$ cat config.mk
export PLATFORM = sky130hd
export DESIGN_NAME = cc_policy_cache
export DESIGN_NICKNAME = d
export VERILOG_FILES = /design/src/rtl/cc_pkg.sv /design/src/rtl/cc_tag_store.sv /design/src/rtl/cc_line_store.sv /design/src/rtl/cc_seq_fsm.sv /design/src/rtl/cc_policy_cache.sv
export SDC_FILE = /design/constraint.sdc
export NUM_CORES = 2
export LEC_CHECK = 0
export CORE_MARGIN = 2
export CORE_UTILIZATION = 35
export DETAILED_ROUTE_END_ITERATION = 8
export DONT_BUFFER_PORTS = 1
export HOLD_SLACK_MARGIN = 0.08
export SYNTH_ARGS = -nofsm -noshare
export SYNTH_HDL_FRONTEND = slang
export SYNTH_SLANG_ARGS = --single-unit
$ cat constraint.sdc
create_clock -name clk -period 4.8 [get_ports clk]
set_input_delay 0.96 -clock clk [delete_from_list [all_inputs] [get_ports clk]]
set_output_delay 0.96 -clock clk [all_outputs]
set_load 0.005 [all_outputs]
$ cat src/rtl/cc_pkg.sv
// Package: shared types for the policy cache controller.
// Assumes nothing beyond IEEE 1800-2017 enums.
package cc_pkg;

    // Sequencer states of the controller.
    typedef enum logic [2:0] {
        ST_IDLE,   // lookup cycle
        ST_WHIT,   // confirmed store hit: write the word
        ST_EVICT,  // copy a dirty victim line out
        ST_FETCH,  // read the target line in
        ST_WTHRU   // send one word to memory
    } cc_state_t;

    // Kind of memory transfer currently requested.
    typedef enum logic [1:0] {
        MO_NONE,
        MO_EVICT,
        MO_FETCH,
        MO_WORD
    } cc_memop_t;

endpackage

$ cat src/rtl/cc_tag_store.sv
// Module: tag, valid and dirty storage with a single lookup port.
// Reports hit for the presented tag at the presented index, and exposes the
// victim line's valid, dirty and tag. Assumes fill and dirty-marking never
// coincide (the sequencer guarantees this).
module cc_tag_store #(
    parameter int LINES      = 16,
    parameter int TAG_W      = 6,
    parameter int WRITE_BACK = 1,
    localparam int IDX_W     = $clog2(LINES)
) (
    input  logic             clk,
    input  logic             rst_n,
    input  logic [IDX_W-1:0] idx,
    input  logic [TAG_W-1:0] tag_in,
    input  logic             fill_en,
    input  logic             fill_dirty,
    input  logic             mark_dirty,
    output logic             hit,
    output logic             line_valid,
    output logic             line_dirty,
    output logic [TAG_W-1:0] line_tag
);

    logic [LINES-1:0] valid_q;
    logic [LINES-1:0] dirty_q;
    logic [TAG_W-1:0] tag_q [LINES];

    // Status bits: cleared by reset, set on fill or on a write-back store.
    always_ff @(posedge clk) begin
        if (!rst_n) begin
            valid_q <= '0;
            dirty_q <= '0;
        end else if (fill_en) begin
            valid_q[idx] <= 1'b1;
            dirty_q[idx] <= fill_dirty;
        end else if (mark_dirty) begin
            dirty_q[idx] <= 1'b1;
        end
    end

    // Tag array: loaded when a line is installed; no reset needed behind valid.
    always_ff @(posedge clk) begin
        if (fill_en) begin
            tag_q[idx] <= tag_in;
        end
    end

    // Lookup port: combinational read of the indexed entry.
    always_comb begin
        line_valid = valid_q[idx];
        line_dirty = dirty_q[idx];
        line_tag   = tag_q[idx];
        hit        = valid_q[idx] && (tag_q[idx] == tag_in);
    end

    AST_RESET_CLEARS: assert property (@(posedge clk) disable iff (!rst_n)
        !$past(rst_n) |-> (valid_q == '0) && (dirty_q == '0));

    AST_DIRTY_IMPLIES_VALID: assert property (@(posedge clk) disable iff (!rst_n)
        (dirty_q & ~valid_q) == '0);

    generate
        if (WRITE_BACK == 0) begin : g_wt_chk
            AST_WT_NO_DIRTY: assert property (@(posedge clk) disable iff (!rst_n)
                dirty_q == '0);
        end
    endgenerate

endmodule

$ cat src/rtl/cc_line_store.sv
// Module: line data storage, one full line per entry.
// Reads the indexed line combinationally; writes either a whole line (fill)
// or the words selected by a mask. Data has no reset: valid bits guard it.
module cc_line_store #(
    parameter int LINES   = 16,
    parameter int WORDS   = 4,
    parameter int DW      = 32,
    localparam int IDX_W  = $clog2(LINES),
    localparam int LINE_W = WORDS * DW
) (
    input  logic              clk,
    input  logic [IDX_W-1:0]  idx,
    input  logic              fill_en,
    input  logic [LINE_W-1:0] fill_line,
    input  logic              word_we,
    input  logic [WORDS-1:0]  word_mask,
    input  logic [DW-1:0]     word_data,
    output logic [LINE_W-1:0] rd_line
);

    logic [LINE_W-1:0] lines_q [LINES];

    // Data array update: full-line install has priority over a word store.
    always_ff @(posedge clk) begin
        if (fill_en) begin
            lines_q[idx] <= fill_line;
        end else if (word_we) begin
            for (int w = 0; w < WORDS; w++) begin
                if (word_mask[w]) begin
                    lines_q[idx][w*DW +: DW] <= word_data;
                end
            end
        end
    end

    // Speculative read of the indexed line, in parallel with the tag compare.
    assign rd_line = lines_q[idx];

endmodule

$ cat src/rtl/cc_seq_fsm.sv
// Module: access sequencer for the policy cache.
// Decides per lookup whether to answer, write a confirmed hit, evict, fetch
// or forward a word, according to WRITE_BACK and WRITE_ALLOC. Assumes the
// processor holds its request inputs stable until cpu_ready.
module cc_seq_fsm
    import cc_pkg::*;
#(
    parameter int WRITE_BACK  = 1,
    parameter int WRITE_ALLOC = 1
) (
    input  logic      clk,
    input  logic      rst_n,
    input  logic      cpu_req,
    input  logic      cpu_we,
    input  logic      lookup_hit,
    input  logic      victim_valid,
    input  logic      victim_dirty,
    input  logic      mem_ack,
    output logic      cpu_ready,
    output logic      mem_req,
    output logic      mem_we,
    output cc_memop_t mem_op,
    output logic      word_we,
    output logic      line_fill,
    output logic      fill_dirty,
    output logic      mark_dirty
);

    localparam bit WB = (WRITE_BACK != 0);
    localparam bit WA = (WRITE_ALLOC != 0);

    cc_state_t state_q, state_d;

    // State register with synchronous reset.
    always_ff @(posedge clk) begin
        if (!rst_n) begin
            state_q <= ST_IDLE;
        end else begin
            state_q <= state_d;
        end
    end

    // Next-state and control decode.
    always_comb begin
        state_d    = state_q;
        cpu_ready  = 1'b0;
        word_we    = 1'b0;
        line_fill  = 1'b0;
        fill_dirty = 1'b0;
        mark_dirty = 1'b0;
        mem_op     = MO_NONE;
        case (state_q)
            ST_IDLE: begin
                if (cpu_req) begin
                    if (lookup_hit) begin
                        if (cpu_we) begin
                            state_d = ST_WHIT;
                        end else begin
                            cpu_ready = 1'b1;
                        end
                    end else if (cpu_we && !WA) begin
                        state_d = ST_WTHRU;
                    end else if (WB && victim_valid && victim_dirty) begin
                        state_d = ST_EVICT;
                    end else begin
                        state_d = ST_FETCH;
                    end
                end
            end
            ST_WHIT: begin
                word_we = 1'b1;
                if (WB) begin
                    mark_dirty = 1'b1;
                    cpu_ready  = 1'b1;
                    state_d    = ST_IDLE;
                end else begin
                    state_d = ST_WTHRU;
                end
            end
            ST_EVICT: begin
                mem_op = MO_EVICT;
                if (mem_ack) begin
                    state_d = ST_FETCH;
                end
            end
            ST_FETCH: begin
                mem_op = MO_FETCH;
                if (mem_ack) begin
                    line_fill  = 1'b1;
                    fill_dirty = WB && cpu_we;
                    state_d    = (cpu_we && !WB) ? ST_WTHRU : ST_IDLE;
                end
            end
            ST_WTHRU: begin
                mem_op = MO_WORD;
                if (mem_ack) begin
                    cpu_ready = 1'b1;
                    state_d   = ST_IDLE;
                end
            end
            default: state_d = ST_IDLE;
        endcase
    end

    // Memory strobes derived from the transfer kind.
    assign mem_req = (mem_op != MO_NONE);
    assign mem_we  = (mem_op == MO_EVICT) || (mem_op == MO_WORD);

    AST_EVICT_ONLY_DIRTY: assert property (@(posedge clk) disable iff (!rst_n)
        (state_q == ST_EVICT) |-> (victim_valid && victim_dirty));

    AST_EVICT_THEN_FETCH: assert property (@(posedge clk) disable iff (!rst_n)
        (mem_op == MO_EVICT && mem_ack) |=> (mem_op == MO_FETCH));

endmodule

$ cat src/rtl/cc_policy_cache.sv
// Module: top of the direct-mapped cache controller with selectable write
// policies. Splits the word address into tag, index and offset, selects the
// load word, merges a store into a fetched line and drives the memory bus.
// Assumes WORDS >= 2 and LINES >= 2, both powers of two, and that mem_rdata
// is valid in the cycle mem_ack is high.
module cc_policy_cache
    import cc_pkg::*;
#(
    parameter int LINES       = 16,
    parameter int WORDS       = 4,
    parameter int DW          = 32,
    parameter int AW          = 12,
    parameter int WRITE_BACK  = 1,
    parameter int WRITE_ALLOC = 1,
    localparam int IDX_W      = $clog2(LINES),
    localparam int OFS_W      = $clog2(WORDS),
    localparam int TAG_W      = AW - IDX_W - OFS_W,
    localparam int LINE_W     = WORDS * DW,
    localparam int LA_W       = AW - OFS_W
) (
    input  logic              clk,
    input  logic              rst_n,
    input  logic              cpu_req,
    input  logic              cpu_we,
    input  logic [AW-1:0]     cpu_addr,
    input  logic [DW-1:0]     cpu_wdata,
    output logic [DW-1:0]     cpu_rdata,
    output logic              cpu_ready,
    output logic              mem_req,
    output logic              mem_we,
    output logic [LA_W-1:0]   mem_addr,
    output logic [LINE_W-1:0] mem_wdata,
    output logic [WORDS-1:0]  mem_wmask,
    input  logic [LINE_W-1:0] mem_rdata,
    input  logic              mem_ack
);

    logic [OFS_W-1:0]  word_off;
    logic [IDX_W-1:0]  line_idx;
    logic [TAG_W-1:0]  addr_tag;
    logic              lookup_hit;
    logic              victim_valid;
    logic              victim_dirty;
    logic [TAG_W-1:0]  victim_tag;
    logic [LINE_W-1:0] cur_line;
    logic [LINE_W-1:0] merged_line;
    logic [WORDS-1:0]  word_mask;
    logic [DW-1:0]     rd_words [WORDS];
    logic              word_we;
    logic              line_fill;
    logic              fill_dirty;
    logic              mark_dirty;
    cc_memop_t         mem_op;

    // Address split: tag | index | word offset.
    assign word_off = cpu_addr[OFS_W-1:0];
    assign line_idx = cpu_addr[OFS_W +: IDX_W];
    assign addr_tag = cpu_addr[AW-1 -: TAG_W];

    // Per-word slicing, store merge and word mask.
    generate
        for (genvar w = 0; w < WORDS; w++) begin : g_word
            assign word_mask[w] = (word_off == OFS_W'(w));
            assign rd_words[w]  = cur_line[w*DW +: DW];
            assign merged_line[w*DW +: DW] =
                (cpu_we && word_mask[w]) ? cpu_wdata : mem_rdata[w*DW +: DW];
        end
    endgenerate

    // Load word selection from the speculatively read line.
    assign cpu_rdata = rd_words[word_off];

    cc_tag_store #(
        .LINES      (LINES),
        .TAG_W      (TAG_W),
        .WRITE_BACK (WRITE_BACK)
    ) u_tags (
        .clk        (clk),
        .rst_n      (rst_n),
        .idx        (line_idx),
        .tag_in     (addr_tag),
        .fill_en    (line_fill),
        .fill_dirty (fill_dirty),
        .mark_dirty (mark_dirty),
        .hit        (lookup_hit),
        .line_valid (victim_valid),
        .line_dirty (victim_dirty),
        .line_tag   (victim_tag)
    );

    cc_line_store #(
        .LINES (LINES),
        .WORDS (WORDS),
        .DW    (DW)
    ) u_data (
        .clk       (clk),
        .idx       (line_idx),
        .fill_en   (line_fill),
        .fill_line (merged_line),
        .word_we   (word_we),
        .word_mask (word_mask),
        .word_data (cpu_wdata),
        .rd_line   (cur_line)
    );

    cc_seq_fsm #(
        .WRITE_BACK  (WRITE_BACK),
        .WRITE_ALLOC (WRITE_ALLOC)
    ) u_seq (
        .clk          (clk),
        .rst_n        (rst_n),
        .cpu_req      (cpu_req),
        .cpu_we       (cpu_we),
        .lookup_hit   (lookup_hit),
        .victim_valid (victim_valid),
        .victim_dirty (victim_dirty),
        .mem_ack      (mem_ack),
        .cpu_ready    (cpu_ready),
        .mem_req      (mem_req),
        .mem_we       (mem_we),
        .mem_op       (mem_op),
        .word_we      (word_we),
        .line_fill    (line_fill),
        .fill_dirty   (fill_dirty),
        .mark_dirty   (mark_dirty)
    );

    // Memory bus drive: victim line on eviction, placed word otherwise.
    always_comb begin
        mem_addr  = (mem_op == MO_EVICT) ? {victim_tag, line_idx} : {addr_tag, line_idx};
        mem_wdata = (mem_op == MO_EVICT) ? cur_line : {WORDS{cpu_wdata}};
        case (mem_op)
            MO_EVICT: mem_wmask = '1;
            MO_WORD:  mem_wmask = word_mask;
            default:  mem_wmask = '0;
        endcase
    end

    AST_WORD_WRITE_ON_HIT: assert property (@(posedge clk) disable iff (!rst_n)
        word_we |-> lookup_hit);

    AST_FILL_ON_READ_ACK: assert property (@(posedge clk) disable iff (!rst_n)
        line_fill |-> (mem_req && mem_ack && !mem_we));

    AST_NO_READY_WHILE_PENDING: assert property (@(posedge clk) disable iff (!rst_n)
        (mem_req && !mem_ack) |-> !cpu_ready);

    AST_MEM_REQ_HOLD: assert property (@(posedge clk) disable iff (!rst_n)
        (mem_req && !mem_ack) |=> (mem_req && $stable(mem_addr) && $stable(mem_we)));

    AST_MASK_SHAPE: assert property (@(posedge clk) disable iff (!rst_n)
        (mem_req && mem_we) |-> ((&mem_wmask) || ($countones(mem_wmask) == 1)));

    generate
        if (WRITE_ALLOC == 0) begin : g_na_chk
            AST_NO_STORE_FILL: assert property (@(posedge clk) disable iff (!rst_n)
                !(line_fill && cpu_we));
        end
    endgenerate

endmodule

# ---- Word-level counts from Yosys, hierarchy flattened
# Memory sizes are Yosys's and may differ from the RTL's.
# Cells that the tools add are included.
dict set report totals {
  mem_count 2
  in_bits 177
  ram_bits 2144
  regBits 35
  output_inout_bits 177
}
dict set report op_classes {
  n_lt_le_gt_ge 3
  n_reduce_logical 14
  n_mux 58
  n_bitwise 7
  eq_ne 14
}
# name depth word_bits rd rd_ports_with_merged_regs write_ports line
set memory_table {}
lappend memory_table {u_data.lines_q 16 128 1 0 1 cc_line_store.sv:21} ;# logic [LINE_W-1:0] lines_q [LINES];
lappend memory_table {u_tags.tag_q 16 6 1 0 1 cc_tag_store.sv:26} ;# logic [TAG_W-1:0] tag_q [LINES];
# cell n
set ops {}
lappend ops {{$mux W32} 10}
lappend ops {{$mux W128} 1}
lappend ops {{$bmux W32 S2} 1}
lappend ops {{$mux W16} 2}
lappend ops {{$or A16 B16 Y16} 2}
lappend ops {{$mux W1} 30}
lappend ops {{$bwmux W16} 1}
lappend ops {{$mux W3} 5}
lappend ops {{$mux W10} 1}
lappend ops {{$pmux W3 S3} 1}
lappend ops {{$bmux W1 S4} 2}
lappend ops {{$pmux W4 S2} 1}
lappend ops {{$logic_and A1 B1 Y1} 7}
lappend ops {{$eq A2 B2 Y1 const B} 3}
lappend ops {{$eq A3 B2 Y1 const B} 2}
lappend ops {{$eq A6 B6 Y1} 1}
lappend ops {{$pmux W2 S3} 1}
lappend ops {{$lt A4 B5 Y1 const B} 1}
lappend ops {{$demux W1 S4} 1}
lappend ops {{$eq A2 B1 Y1 const B} 2}
lappend ops {{$ge A4 B1 Y1 const B} 1}
lappend ops {{$ne A2 B2 Y1 const B} 2}
lappend ops {{$or A1 B1 Y1} 4}
lappend ops {{$reduce_and A4 Y1} 1}
lappend ops {{other kinds (12)} 13}

# ---- Depth between registers and ports, before layout
dict set report depth {
  word_depth 7
  depth_mapped 10
}

# ---- Cells and area by module
# From an unflattened synthesis, not the netlist that was laid out.
dict set report unflattened {
  cells_unflattened 4048
  area_unflattened_um2 88132.0
}
# module area_per_inst_um2 seq_area_each_um2 instances cells_per_inst
set by_module_without_submodules {}
lappend by_module_without_submodules {cc_line_store 78587.9 61499.0 1 3360}
lappend by_module_without_submodules {cc_tag_store 5277.6 3523.4 1 314}
lappend by_module_without_submodules {cc_policy_cache 4046.4 0.0 1 347}
lappend by_module_without_submodules {cc_seq_fsm 220.2 40.0 1 27}

# ---- Least setup slack after synthesis
# No wires, ideal clock.
dict set report synth_timing {
  kind {input port to output port}
  startpoint {in cpu_addr[3]}
  endpoint {out cpu_rdata[20]}
  path_slack_ns 0.600
  t_required_ns 3.840
  stages 7
  arrival_ns 3.240
  path_cell_list {buf_2 > buf_2 > clkbuf_1 > buf_1 > mux4_2 > mux4_2 > mux4_2}
}
dict set report synth_via {
  elab_chain_len 4
}
# item line
set synth_rtl {}
lappend synth_rtl {{from (decl)} cc_policy_cache.sv:25} ;# input logic [AW-1:0] cpu_addr,
lappend synth_rtl {{$mem_v2 Z16 W128} -}
lappend synth_rtl {{$bmux W32 S2} cc_policy_cache.sv:71} ;# assign cpu_rdata = rd_words[word_off];
lappend synth_rtl {{$mux W32 (implied by the code) (2 in a row)} cc_policy_cache.sv:71}
lappend synth_rtl {{to (decl)} cc_policy_cache.sv:27} ;# output logic [DW-1:0] cpu_rdata,
# No other way between the ends. The select of a mux whose other input is x is not followed.

# ---- Worst setup path after layout
dict set report layout_timing {
  startpoint {in cpu_addr[2]}
  endpoint {out cpu_rdata[16]}
}
# The elaborated chain is that of the path after synthesis.

==> results.cfg <==
[grt]
grt.overflow.total = 0
track_usage_pct = 21.1
grt_max_degree = 553
grt_pass1_vias = 40700
grt_pass1_wl_mm = 360
antenna_found_initial = 117

[die]
die_y_um = 500
start_util_pct = 35.1
die_w_um = 500
io_pins = 354
row_count = 182
die_area_um2 = 250000
core-area_um2 = 245000

[pwr]
clock_power_share_pct = 39.1
pwr-share-seq_pct = 54.9
combPwrFrac_pct = 6.0
power.density_nw_per_um2 = 395
cellLeakagePower_uw = 0.0296
irDropWorstVdd_uv = 437
p_sw_uw = 8380
p_total_uw = 38400
internal_power_uw = 30000
p_sw_share_pct = 21.8

[layout]
fillers = 21400
final_cells = 7423
drive_gt1_share_pct = 31.2
final_net_count = 4085
utilization_pct = 39.6
syn2layout_area_growth_pct = 12.8

[timing]
slew_headroom_pct = 4.05
hold_violations = 0
setup-tns-final_ns = 0
setup_viol = 0
finalCriticalPeriod_ns = 4.72
final.period_utilization_pct = 98.3
rsz0062_at_grt = false
max_freq_mhz = 212
finalClockSkew_ns = 0.0305
whs_ns = 0.225
tightest_slew_ns = 1.44
finalMaxSlewViolations = 0

[setup_path]
start_kind = input pin
r2r-end = u_data.lines_q[3][119]
rr_worst_depth = 5
cp_max_fo = 69
r2r-start = u_seq.state_q[0]
cp.arrival_ns = 3.76
critPathKind = in2out
endpoint_kind = output port
critical_path_required_ns = 3.84
rrSetupSlack_ns = 0.64

[synthesis]
synth.avg_cell_area_um2 = 22.6
synth_top_area_share_pct = 74.6
synth_top_area_cell = edfxtp_1
async_flop_share_pct = 0
syn-cell-area_um2 = 86300
synth_nets = 4001
synth_edf_count = 2144
seq_area_frac_synth_pct = 75.4
netlist_instances = 3824
synthTopCellsByArea = edfxtp_1, mux4_2, mux2_2
ys_seq_elements = 2178
yosysWarnings = 0
post_synth_num_cell_types = 43
synthFlopType = edfxtp_1

[worst_hold_path]
hold_class = in2reg
min_from = cpu_addr[9]
holdPathEnd = u_tags.tag_q[12][3]
holdPathStages = 0

[drt]
drt_pre_antenna_iters = 6
wire_per_inst_um = 36.4
wl_mm = 270
drc = 0
vias_per_cell = 5.71
drt_iter0_drc = 5843
via_count = 42400
postRouteAntennaNets = 0

[clock_network]
ctsHoldBuffers = 0
tritoncts = yes
htree_levels = 4
clk_pin_slew_ns = 0.06
cts.root.buffer_cell = clkbuf_16
cts_buffers = 199
cts.sinks = 2178
clockBufferDepth = 3
worstSkewPairLatency_ns = 0.86
post_cts_buffers = 0
post_cts_resized = 0

[status]
status = finished clean

[place]
numPortBuffers = 0
place_congestion = 0.864
dp.cells = 6915
dp_hpwl_mm = 161

[job]
drv_cap = 0
-- worst max path at each step --
stage,startpoint,to,slack (ns),cells past startpoint
CTS,u_seq.state_q[0],mem_wdata[45],0.38,5
floorplan,cpu_addr[3],cpu_rdata[20],0.60,7
global placement,cpu_addr[2],cpu_rdata[7],0.61,3
detailed placement,cpu_addr[2],cpu_rdata[11],0.47,3
global route,cpu_addr[2],cpu_rdata[22],0.02,5
finish,cpu_addr[2],cpu_rdata[16],0.08,5
-- worst max-delay path, cell delays in order --
cell    delay [ns]
buf_16        0.36
buf_16        0.37
mux4_2        0.58
mux4_2        0.57
mux4_2        0.59
-- logic make-up (layout without fill, tap and decap cells) --
group	after synthesis	count (layout)	synth area share, %
DFF	2178	2178	75.4
muxes	858	858	20.4
and+or+nand+nor	461	461	2.12
buffers and inverters	231	474	1.34
AOI/OAI and AO/OA	89	89	0.676
xor gates and xnor gates	7	7	0.0711
other	0	136	0
-- Yosys cell counts, types with 18 or more instances --
master / number
dfxtp_1: 34
clkbuf_1: 99
mux2i_1: 22
mux4_2: 704
buf_4: 53
o21a_1: 18
nor2_1: 93
buf_2: 20
buf_1: 43
o21ai_0: 28
nand2_1: 324
edfxtp_1: 2144
mux2_2: 132
-- final cells by class --
cell class                 count  area [um^2]  share of cell area, %
antenna                      136          340                  0.350
clock buffer                 253         5290                   5.43
clock inverter               107          774                  0.796
inverter                       7         31.3                 0.0321
multi-input combinational   1415        20600                   21.1
sequential                  2178        65100                   66.9
tap                         3220         4030                   4.14
timing repair buffer         107         1230                   1.26
-- cells in the final DEF, fill, tap and decap left out, types with 5 or more instances in the layout --
cell       count
o21ai_0       28
edfxtp_1    2144
nor3_1         5
nor2_4        64
buf_16         6
a21boi_0       9
mux2_2       132
mux4_2       704
nor2b_1        7
xor2_1         5
nand2b_1       5
clkinv_2      23
bufinv_16      6
clkbuf_1      48
buf_12        17
a22oi_1        6
o21a_1        18
clkinv_1      60
a31oi_1        8
buf_4         78
a21oi_1        6
inv_1          6
nand2_1      322
nor2_1        29
nand3_1       14
inv_6          7
dfxtp_1       34
diode_2      136
clkbuf_16    208
mux2i_1       22
-- metal layers --
metal	up-vias	GRT usage [%]	part of all wire, %
met1	23200	26.7	36
li1	16400	-	-
met2	2254	34.7	50
met3	505	4.59	9.1
met4	36	9.74	4.8
met5	-	0	0.092
-- stage by stage --
stage | instance area [um^2] | worst slack [ns]
final | 97300 | 0.0822
after floorplan | 86300 | 0.600
after global placement | 90600 | 0.610
after detailed placement | 90600 | 0.474
after global routing | 97100 | 0.0242
after CTS | 96700 | 0.380
-- registers in the layout, indices dropped and copies added, names as in the netlist --
register / flops
u_tags.tag_q: 96
u_seq.state_q: 2
u_tags.dirty_q: 16
u_tags.valid_q: 16
u_data.lines_q: 2048
-- power by group through the flow --
stage / sequential [uW] / clock, uW / combinational [uW]
3_5_place_dp: 21500 / 0 / 2060
3_3_place_gp: 21500 / 0 / 2020
6_report: 21100 / 15000 / 2290
5_1_grt: 21100 / 15900 / 2390
2_1_floorplan: 21500 / 0 / 1570
4_1_cts: 21100 / 15200 / 2060
Power figures use the tool's default switching activity.
